===== src/rtl/fwd_pkg.sv =====
package fwd_pkg;
  // Operand source select; the bit positions are decoded by the operand muxes.
  typedef enum logic [1:0] {
    SRC_REGFILE = 2'b00,
    SRC_MEMWB   = 2'b01,
    SRC_EXMEM   = 2'b10
  } src_sel_e;
endpackage


===== src/rtl/fwd_operand_sel.sv =====
module fwd_operand_sel #(
  parameter int AW = 5
) (
  input  logic [AW-1:0]      src,
  input  logic [AW-1:0]      near_rd,
  input  logic               near_we,
  input  logic [AW-1:0]      far_rd,
  input  logic               far_we,
  output fwd_pkg::src_sel_e  sel
);
  import fwd_pkg::*;

  function automatic logic producer_hits(input logic [AW-1:0] rd,
                                         input logic we,
                                         input logic [AW-1:0] rs);
    return we && (rd != '0) && (rd == rs);
  endfunction

  logic near_hit;
  logic far_hit;

  assign near_hit = producer_hits(near_rd, near_we, src);
  assign far_hit  = producer_hits(far_rd, far_we, src);

  always_comb begin
    if (near_hit)     sel = SRC_EXMEM;
    else if (far_hit) sel = SRC_MEMWB;
    else              sel = SRC_REGFILE;
  end

  always_comb begin
    AST_SRC0_FROM_FILE: assert (src != '0 || sel == SRC_REGFILE) else $error("reg0 forwarded");
    AST_FAR_ONLY_WHEN_NEAR_MISS: assert (!(sel == SRC_MEMWB && near_we && near_rd == src)) else $error("older value chosen");
  end
endmodule


===== src/rtl/fwd_load_use.sv =====
module fwd_load_use #(
  parameter int AW = 5
) (
  input  logic [AW-1:0] id_rs1,
  input  logic [AW-1:0] id_rs2,
  input  logic          id_use_rs1,
  input  logic          id_use_rs2,
  input  logic          id_is_store,
  input  logic [AW-1:0] idex_rd,
  input  logic          idex_we,
  input  logic          idex_load,
  output logic          stall
);
  logic load_pending;
  logic base_dep;
  logic data_dep;

  assign load_pending = idex_load && idex_we && (idex_rd != '0);
  assign base_dep     = id_use_rs1 && (id_rs1 == idex_rd);
  // A store's data register is served later in the memory stage.
  assign data_dep     = id_use_rs2 && !id_is_store && (id_rs2 == idex_rd);
  assign stall        = load_pending && (base_dep || data_dep);
endmodule


===== src/rtl/fwd_store_late.sv =====
module fwd_store_late #(
  parameter int AW = 5
) (
  input  logic          exmem_is_store,
  input  logic [AW-1:0] exmem_sd_reg,
  input  logic [AW-1:0] memwb_rd,
  input  logic          memwb_we,
  output logic          sd_late_fwd
);
  logic reg_match;

  assign reg_match   = (memwb_rd == exmem_sd_reg) && (memwb_rd != '0);
  assign sd_late_fwd = exmem_is_store && memwb_we && reg_match;
endmodule


===== src/rtl/fwd_hazard_unit.sv =====
module fwd_hazard_unit #(
  parameter int REG_COUNT = 32,
  localparam int AW = $clog2(REG_COUNT)
) (
  input  logic [AW-1:0] id_rs1,
  input  logic [AW-1:0] id_rs2,
  input  logic          id_use_rs1,
  input  logic          id_use_rs2,
  input  logic          id_is_store,
  input  logic [AW-1:0] ex_rs1,
  input  logic [AW-1:0] ex_rs2,
  input  logic [AW-1:0] idex_rd,
  input  logic          idex_we,
  input  logic          idex_load,
  input  logic [AW-1:0] exmem_rd,
  input  logic          exmem_we,
  input  logic          exmem_is_store,
  input  logic [AW-1:0] exmem_sd_reg,
  input  logic [AW-1:0] memwb_rd,
  input  logic          memwb_we,
  output logic [1:0]    fwd_a_sel,
  output logic [1:0]    fwd_b_sel,
  output logic          sd_late_fwd,
  output logic          stall
);
  import fwd_pkg::*;

  localparam int NUM_OPS = 2;

  logic [AW-1:0] op_src [NUM_OPS];
  src_sel_e      op_sel [NUM_OPS];

  assign op_src[0] = ex_rs1;
  assign op_src[1] = ex_rs2;

  for (genvar g = 0; g < NUM_OPS; g++) begin : g_op
    fwd_operand_sel #(.AW(AW)) u_sel (
      .src     (op_src[g]),
      .near_rd (exmem_rd),
      .near_we (exmem_we),
      .far_rd  (memwb_rd),
      .far_we  (memwb_we),
      .sel     (op_sel[g])
    );
  end

  assign fwd_a_sel = op_sel[0];
  assign fwd_b_sel = op_sel[1];

  fwd_load_use #(.AW(AW)) u_load_use (
    .id_rs1      (id_rs1),
    .id_rs2      (id_rs2),
    .id_use_rs1  (id_use_rs1),
    .id_use_rs2  (id_use_rs2),
    .id_is_store (id_is_store),
    .idex_rd     (idex_rd),
    .idex_we     (idex_we),
    .idex_load   (idex_load),
    .stall       (stall)
  );

  fwd_store_late #(.AW(AW)) u_store_late (
    .exmem_is_store (exmem_is_store),
    .exmem_sd_reg   (exmem_sd_reg),
    .memwb_rd       (memwb_rd),
    .memwb_we       (memwb_we),
    .sd_late_fwd    (sd_late_fwd)
  );

  always_comb begin
    AST_A_LEGAL_CODE: assert (fwd_a_sel != 2'b11) else $error("bad A code");
    AST_B_LEGAL_CODE: assert (fwd_b_sel != 2'b11) else $error("bad B code");
    AST_STALL_NEEDS_LOAD: assert (!stall || (idex_load && idex_we)) else $error("stall without load");
    AST_NO_STALL_ON_R0: assert (!stall || idex_rd != '0) else $error("stall on reg0");
    AST_LATE_NEEDS_STORE: assert (!sd_late_fwd || (exmem_is_store && memwb_we)) else $error("late fwd w/o store");
    AST_EXMEM_SEL_NEEDS_WE: assert (fwd_a_sel != 2'b10 || exmem_we) else $error("A from idle stage");
  end
endmodule


===== config.mk =====
export PLATFORM = sky130hd
export DESIGN_NAME = fwd_hazard_unit
export DESIGN_NICKNAME = d
export VERILOG_FILES = /design/src/rtl/fwd_pkg.sv /design/src/rtl/fwd_operand_sel.sv /design/src/rtl/fwd_load_use.sv /design/src/rtl/fwd_store_late.sv /design/src/rtl/fwd_hazard_unit.sv
export SDC_FILE = /design/constraint.sdc
export NUM_CORES = 1
export LEC_CHECK = 0
export CELL_PAD_IN_SITES_DETAIL_PLACEMENT = 0
export CELL_PAD_IN_SITES_GLOBAL_PLACEMENT = 1
export CORE_ASPECT_RATIO = 0.9
export CORE_UTILIZATION = 19
export DETAILED_ROUTE_END_ITERATION = 16
export GPL_TIMING_DRIVEN = 0
export PLACE_DENSITY = 0.91
export SLEW_MARGIN = 20
export SYNTH_ARGS = -nofsm -noshare
export SYNTH_HDL_FRONTEND = slang
export SYNTH_HIERARCHICAL = 1
export SYNTH_SLANG_ARGS = --single-unit

===== constraint.sdc =====
create_clock -name vclk -period 1.45
set_input_delay 0.29 -clock vclk [all_inputs]
set_output_delay 0.29 -clock vclk [all_outputs]
set_load 0.02 [all_outputs]

; ---- Yosys cells after proc, flatten, opt, wreduce, memory -nomap -nowiden
; Index checks and enable logic that the tools add are counted.
[op_classes]
n_eq_ne = 7
muxes = 4
n_reduce_logical = 20
[op_table]
columns = cell, count
row1 = $eq 5x5->1, 7
row2 = $logic_and 1x1->1, 15
row3 = $reduce_bool 5->1, 3
row4 = $mux 2, 2
row5 = $mux 1, 2
row6 = $logic_not 1->1, 1
row7 = $logic_or 1x1->1, 1
[totals]
reg_bits = 0
inputBits = 48
output_inout_bits = 6
elab_cells = 31

; ---- Depth between registers and ports, before layout
; Gate-level depths: netlist of the first run.
[logic_depth]
word_depth = 5
depth_mapped = 4
ltp_nobuf = 4

; ---- By module
; The synthesis of the first run kept the hierarchy.
[by_module_without_submodules]
columns = mod, instances, cells_per_inst, area_per_inst_um2, seq_area_each_um2
row1 = fwd_operand_sel, 2, 21, 158.9, 0.0
row2 = fwd_load_use, 1, 17, 138.9, 0.0
row3 = fwd_store_late, 1, 10, 76.3, 0.0

; ---- Least setup slack after synthesis of the first run
; No wires, ideal clock.
[synth_timing]
path_type = input to output
from = input port idex_rd[2]
to = output port stall
t_arrival_ps = 1155
required_ps = 1160
setup_slack_ps = 5
cell_stages = 4
n_path_buf = 0
cell_sequence = xor2_1 nor4_1 nand3_1 a21oi_1
[synth_between]
elab_chain_cells = 4
word_cells_on_any_way = 8
cone_classes = eq/ne: 2 / reduce/logical: 6
[synth_lines]
columns = item, line
row1 = from (decl), fwd_hazard_unit.sv:12  ; input logic [AW-1:0] idex_rd,
row2 = "$eq 5x5->1, on equally long branches", "fwd_load_use.sv:19, fwd_load_use.sv:21"
row3 = "$logic_and 1x1->1, on equally long branches", "fwd_load_use.sv:19, fwd_load_use.sv:21"
row4 = $logic_or 1x1->1, fwd_load_use.sv:22  ; assign stall = load_pending && (base_dep || data_dep);
row5 = $logic_and 1x1->1 *, fwd_load_use.sv:22
row6 = to (decl), fwd_hazard_unit.sv:24  ; output logic stall
; Every way passes the cells marked *; elsewhere a longest branch is shown, timed or not.

; ---- Worst setup path in the final report of the first run
[layout_timing]
from = input port exmem_rd[0]
to = output port fwd_a_sel[0]
[layout_between]
elab_chain_cells = 4
word_cells_on_any_way = 5
cone_classes = eq/ne: 1 / mux: 1 / reduce/logical: 3
[layout_lines]
columns = item, line
row1 = from (decl), fwd_hazard_unit.sv:15  ; input logic [AW-1:0] exmem_rd,
row2 = $reduce_bool 5->1, fwd_operand_sel.sv:16  ; return we && (rd != '0) && (rd == rs);
row3 = $logic_and 1x1->1, fwd_operand_sel.sv:16
row4 = $logic_and 1x1->1 *, fwd_operand_sel.sv:16
row5 = via g_op[0].u_sel.near_hit, fwd_operand_sel.sv:19  ; logic near_hit;
row6 = $mux 2 *, fwd_operand_sel.sv:26  ; if (near_hit) sel = SRC_EXMEM;
row7 = to (decl), fwd_hazard_unit.sv:21  ; output logic [1:0] fwd_a_sel,
; Mark *: on every way through the listed nets, which the timed path passes. The rest lies on a longest branch.

==> results of run 1 <==
==> per-stage QoR <==
step	cell area (um^2)	hold WS [ns]	utilization
finish	1270	0.994	0.499
global route	1270	1.01	0.499
CTS	1190	0.997	0.466
detailed placement	1110	1.62	0.434
global placement	1110	1.62	0.434
floorplan	533	0.705	-
==> layout make-up <==
| cell class | instances | area, um^2 |
|---|---|---|
| fillers | 270 | 1280 |
| multi-input cells | 66 | 691 |
| repair buffers | 62 | 544 |
| well taps | 28 | 35.0 |
| inverters | 1 | 3.75 |
==> power by group through the flow <==
stage                     registers (mW)  clock network (mW)  logic [mW]
final                                  0                   0       0.344
after CTS                              0                   0       0.310
after floorplan                        0                   0       0.101
after global placement                 0                   0       0.283
after detailed placement               0                   0       0.290
after global routing                   0                   0       0.368
==> synth_stat cells (2+ instances only) <==
cell type | n | area share
sky130_fd_sc_hd__nor3_2 | 2 | 0.038
sky130_fd_sc_hd__nor3_1 | 4 | 0.038
sky130_fd_sc_hd__xor2_1 | 14 | 0.23
sky130_fd_sc_hd__xnor2_1 | 16 | 0.26
sky130_fd_sc_hd__nor2_1 | 2 | 0.014
sky130_fd_sc_hd__nand3_1 | 6 | 0.056
sky130_fd_sc_hd__buf_4 | 2 | 0.028
sky130_fd_sc_hd__a211oi_2 | 2 | 0.047
sky130_fd_sc_hd__o41ai_2 | 2 | 0.061
sky130_fd_sc_hd__nor4_1 | 5 | 0.059
sky130_fd_sc_hd__a21oi_1 | 3 | 0.028
sky130_fd_sc_hd__nand2_1 | 4 | 0.028
==> metal layers <==
metal / global-route usage / share of wire
met1: 0.191 / 0.41
met5: 0 / 0
met4: 0.0119 / 0.0083
met2: 0.307 / 0.54
met3: 0.00247 / 0.041
==> worst max-delay path by stage <==
stage                      startpoint           end  slack (ns)  cells past startpoint
final                     exmem_rd[0]  fwd_a_sel[0]       -0.16                      6
after global routing      exmem_rd[0]  fwd_a_sel[0]       -0.22                      6
after CTS                   id_rs2[2]         stall       -0.16                      6
after detailed placement   idex_rd[4]         stall       -1.08                      6
after global placement     idex_rd[4]         stall       -1.07                      6
after floorplan            idex_rd[2]         stall       0.005                      4
==> what timing repair did <==
item / CTS / global route
gates resized for setup: 206 / 27
buffers inserted: 4 / 4
pin swaps: 41 / 17
setup endpoints to repair: 6 / 6
cloned: 0 / 0
==> logic make-up after synthesis <==
family | count (synthesis) | synth area share
buffers and inverters | 3 | 0.0352
xor gates and xnor gates | 30 | 0.493
and+or+nand+nor | 26 | 0.286
AOI/OAI and AO/OA | 10 | 0.185
==> metrics.md, run 1 <==
| Metric | Value |
|---|---|
| Final Setup Violations | 4 |
| Share of final-layout standard cells stronger than drive strength 1 | 0.581 |
| Max-slew headroom at the worst pin | 0.820 |
| Net count of the mapped netlist | 117 |
| WP buf/inv | 3 |
| Global Route Usage Sum | 0.154 |
| Capture endpoint of the worst hold path | stall |
| Critical path data arrival time | 1.32 ns |
| Type of the worst setup path | in2out |
| Area added between synthesis and finish | 139% |
| Final ANT Viol Nets | 0 |
| Antenna violations before repair | 0 |
| Setup repair after global routing missed its margin | true |
| Area enclosed by the die boundary | 3020 um^2 |
| Total Neg Setup Slack | -0.530 ns |
| Last weighted congestion value of the routability-driven placer | 0.756 |
| Port buffer count | 54 |
| Count of routing violations after the opening detailed-route iteration | 18 |
| Width of the chip | 57.8 um |
| Critical Path Max Stage Delay | 0.34 ns |
| Final cycle utilization of the critical path | 1.11 |
| Instance count along the most critical hold path | 4 |
| Effective utilization at floorplan | 0.209 |
| Detailed-route DRC error count | 2 |
| Crit-path cells | buf_12 -> o41ai_4 -> a211oi_2 -> buf_4 -> nor3_4 -> buf_6 |
| Number of sequential storage elements | 0 |
| Post-synthesis instance area | 533 um^2 |
| Floorplan core area | 2550 um^2 |
| Count of hold-fix buffers inserted at cts | 0 |
| Lkg Pwr | 0.531 nW |
| Post-Place Setup Slack | -1.08 ns |
| Commonest cells after routing, fill and taps aside | sky130_fd_sc_hd__buf_2 (15), sky130_fd_sc_hd__xor2_1 (13), sky130_fd_sc_hd__buf_6 (13) |
| Aggregate global routing overflow | 0 |
| Half-perimeter wire length of the detailed placement result | 1.88 mm |
| Worst hold start | idex_rd[2] |
| Transition time at the pin with the least slew margin | 0.268 ns |
| CP max-delay cell | sky130_fd_sc_hd__o41ai_4 |
| Peak VDD IR | 0.000103 V |
| Vias per std cell | 4.73 |
| Clock buf count | 0 |
| Slew Viols, Final | 0 |
| Clock share of power | 0 |
| Top achievable clock speed | 620 MHz |
| Total I/O pin count | 54 |
| Synthesis Warnings | 6 |
| Detailed-route wire length | 2.30 mm |
| Power after layout | 0.344 mW |
| Critical Path RT | 1.16 ns |
| Setup slack after layout | -0.164 ns |
| Row count | 17 |
| Total number of nets in the final design | 179 |
| Via Count | 742 |
| Clock period minus worst slack | 1.61 ns |
| Power Density | 270 nW/um^2 |
| Maximum Capacitance Violations | 0 |
| CP Capture Type | output pin |
| Total placed cells including tap cells | 151 |
| Startpoint type of the worst setup path | primary input |
| Combinational power share | 1.000 |
| Status | finished, violations left |
| Reported net switching power | 0.146 mW |
| Internal power consumption | 0.198 mW |
| Power share of the sequential group | 0 |
| Number of iterations in the first detailed-routing pass | 10 |
| Pin count of the biggest net entering global routing | 6 |
| Die boundary height | 52.2 um |
| First-pass GRT wire length | 3.63 mm |
| Finished Layout Cells | 157 |
| Critical path fanouts, max | 4 |
| Number of failing hold endpoints at the final stage | 0 |
| Worst path top cell family by delay | compound AO/OA/AOI/OAI gates |
| Share of total power consumed by net switching | 0.426 |
| Type of the worst min-delay path | in2out |
| Sequential cell area in the final layout | 0 um^2 |
| Gate count after technology mapping | 69 |
| Violations in the final reports | DRC, setup timing |
| Share of the yosys chip area belonging to registers | 0 |
| Commonest non-fill, non-tap cell in the layout | sky130_fd_sc_hd__buf_2 |
| Mean instance size in the synthesized netlist | 7.72 um^2 |
| Via count of the first global-routing pass | 811 |
| Post-detailed-route wirelength per cell | 14.6 um |
| Library cells used by synthesis | 19 |
| Antenna fix cells | 0 |
Note: power is estimated with default switching activity, not from simulation.
==> inputs of run 2 (changes only) <==
--- a/config.mk
+++ b/config.mk
@@ -7,11 +7,11 @@
 export LEC_CHECK = 0
 export CELL_PAD_IN_SITES_DETAIL_PLACEMENT = 0
 export CELL_PAD_IN_SITES_GLOBAL_PLACEMENT = 1
-export CORE_ASPECT_RATIO = 0.9
-export CORE_UTILIZATION = 19
+export CORE_UTILIZATION = 40
 export DETAILED_ROUTE_END_ITERATION = 16
+export DONT_BUFFER_PORTS = 1
 export GPL_TIMING_DRIVEN = 0
-export PLACE_DENSITY = 0.91
+export PLACE_DENSITY_LB_ADDON = 0.08
 export SLEW_MARGIN = 20
 export SYNTH_ARGS = -nofsm -noshare
 export SYNTH_HDL_FRONTEND = slang
==> run 2 against run 1 <==
Net effect: the run ends with setup timing left; critical path depth is 2 lower; sequential share of layout area is the same; utilization shrank 0.33 points; global-route usage rose by 3.4 points; first-iteration DRC count is 56% lower; clock-buffer cell count is the same.
==> metrics.md, run 2 (synthesis results as in run 1) <==
| Metric | Value |
|---|---|
| Final ANT Viol Nets | 0 (unchanged) |
| Multi-input logic area | 544 um^2 (-21%) |
| Lkg Pwr | 0.158 nW (-70%) |
| Startpoint type of the worst setup path | primary input |
| Critical path data arrival time | 1.17 ns (-0.15 ns) |
| Number of iterations in the first detailed-routing pass | 4 (-6) |
| Via Count | 484 (-35%) |
| Worst path top cell family by delay | simple AND/OR/NAND/NOR gates |
| Setup slack after layout | -0.0127 ns (+0.151 ns) |
| Count of routing violations after the opening detailed-route iteration | 8 (-10) |
| Number of sequential storage elements | 0 (unchanged) |
| Total Neg Setup Slack | -0.0127 ns (+0.517 ns) |
| Clock buf count | 0 (unchanged) |
| Half-perimeter wire length of the detailed placement result | 1.18 mm (-37%) |
| Total I/O pin count | 54 (unchanged) |
| Post-placement cell area | 551 um^2 (-50%) |
| Floorplan core area | 1170 um^2 (-54%) |
| Total number of nets in the final design | 119 (-34%) |
| Global Route Usage Sum | 0.188 (+0.0344) |
| Post-detailed-route wirelength per cell | 15.7 um (+6.9%) |
| Critical Path Max Stage Delay | 0.30 ns (-0.04 ns) |
| Area enclosed by the die boundary | 1480 um^2 (-51%) |
| Number of failing hold endpoints at the final stage | 0 (unchanged) |
| Type of the worst min-delay path | in2out |
| CP max-delay cell | sky130_fd_sc_hd__nor4_1 |
| Count of hold-fix buffers inserted at cts | 0 (unchanged) |
| Detailed-route wire length | 1.30 mm (-43%) |
| Peak VDD IR | 0.0000804 V (-22%) |
| Clock period minus worst slack | 1.46 ns (-0.151 ns) |
| Area added between synthesis and finish | 8.92% |
| Final cycle utilization of the critical path | 1.01 (-0.104) |
| Detailed-route DRC error count | 0 (-2) |
| Number of filler cells placed in the layout | 127 (-53%) |
| Port buffer count | 0 (-100%) |
| Routing layer with the top usage in global route | met1 |
| Worst slack on hold paths | 0.699 ns (-0.294 ns) |
| Vias per std cell | 5.83 (+23%) |
| Last weighted congestion value of the routability-driven placer | 0.694 (-8.2%) |
| Final Setup Violations | 1 (-3) |
| Sequential cell area in the final layout | 0 um^2 (unchanged) |
| Met2 Track Usage GR | 0.288 (-0.0190) |
| Share of final-layout standard cells stronger than drive strength 1 | 0.174 (-0.407) |
| Total placed cells including tap cells | 83 (-45%) |
| Commonest non-fill, non-tap cell in the layout | sky130_fd_sc_hd__xnor2_1 |
| Met1 usage in global routing | 0.289 (+0.0975) |
| Power Density | 202 nW/um^2 (-25%) |
| Antenna violations before repair | 0 (unchanged) |
| Width of the chip | 38.5 um (-33%) |
| Setup repair after global routing missed its margin | true |
| Antenna fix cells | 0 (unchanged) |
| Critical path fanouts, max | 1 (-3) |
| Slew Viols, Final | 0 (unchanged) |
| Maximum Capacitance Violations | 0 (unchanged) |
| Pin count of the biggest net entering global routing | 6 (unchanged) |
| Commonest cells after routing, fill and taps aside | sky130_fd_sc_hd__xnor2_1 (16), sky130_fd_sc_hd__xor2_1 (14), sky130_fd_sc_hd__nand3_1 (6) |
| CP Capture Type | output pin |
| Crit-path cells | xor2_1 -> nor4_1 -> nand4b_1 -> a21oi_4 |
| Met3 usage in global routing | 0.0291 (+0.0266) |
| Transition time at the pin with the least slew margin | 0.383 ns (+0.116 ns) |
| Status | finished, violations left |
| Fin area | 581 um^2 (-54%) |
| Max-slew headroom at the worst pin | 0.743 (-0.0767) |
| Effective utilization at floorplan | 0.455 (+0.246) |
| Via count of the first global-routing pass | 500 (-38%) |
| Row count | 12 (-5) |
| Die boundary height | 38.5 um (-26%) |
| First-pass GRT wire length | 2.04 mm (-44%) |
| Type of the worst setup path | in2out |
| Critical Path RT | 1.16 ns (about the same) |
| Violations in the final reports | setup timing |
| Top achievable clock speed | 684 MHz (+10%) |
| Finished Layout Cells | 83 (-47%) |
| WP buf/inv | 0 (-3) |
| Aggregate global routing overflow | 0 (unchanged) |
[run 2: final timing paths]
check | end | depth (start not counted) | slack, ns | startpoint
worst min-delay path | stall | 2 | 0.70 | idex_load
worst max-delay path | stall | 4 | -0.01 | id_rs2[4]
[run 2: final cells by class]
type                       count  share of cell area
tap                           14              0.0302
multi-input combinational     66               0.937
inverter                       1             0.00647
buffer                         2              0.0259
[run 2: power by group]
| part | leakage, nW | internal, mW | switching, mW | total [mW] |
|---|---|---|---|---|
| Clock | 0 | 0 | 0 | 0 |
| Sequential | 0 | 0 | 0 | 0 |
| Combinational | 0.158 | 0.0687 | 0.0483 | 0.117 |
[run 2: what timing repair did]
action,in CTS,in global routing
cloned,0,0
pin swaps,1,4
resized for setup,4,1
endpoints found under the setup margin,2,2
buffers inserted,0,0
[run 2: metal layers]
layer	up-vias	share of wire	routed length, um
li1	252	-	-
met1	205	0.45	587
met2	27	0.43	563
met3	0	0.12	150
met4	0	0	0
met5	-	0	0
[run 2: metrics by stage]
step	total power [mW]	utilization	worst slack, ns
6_report	0.117	0.496	-0.0127
2_1_floorplan	0.101	-	0.00501
5_1_grt	0.131	0.496	-0.0815
3_5_place_dp	0.109	0.470	-0.131
4_1_cts	0.116	0.490	-0.00670
3_3_place_gp	0.108	0.470	-0.134
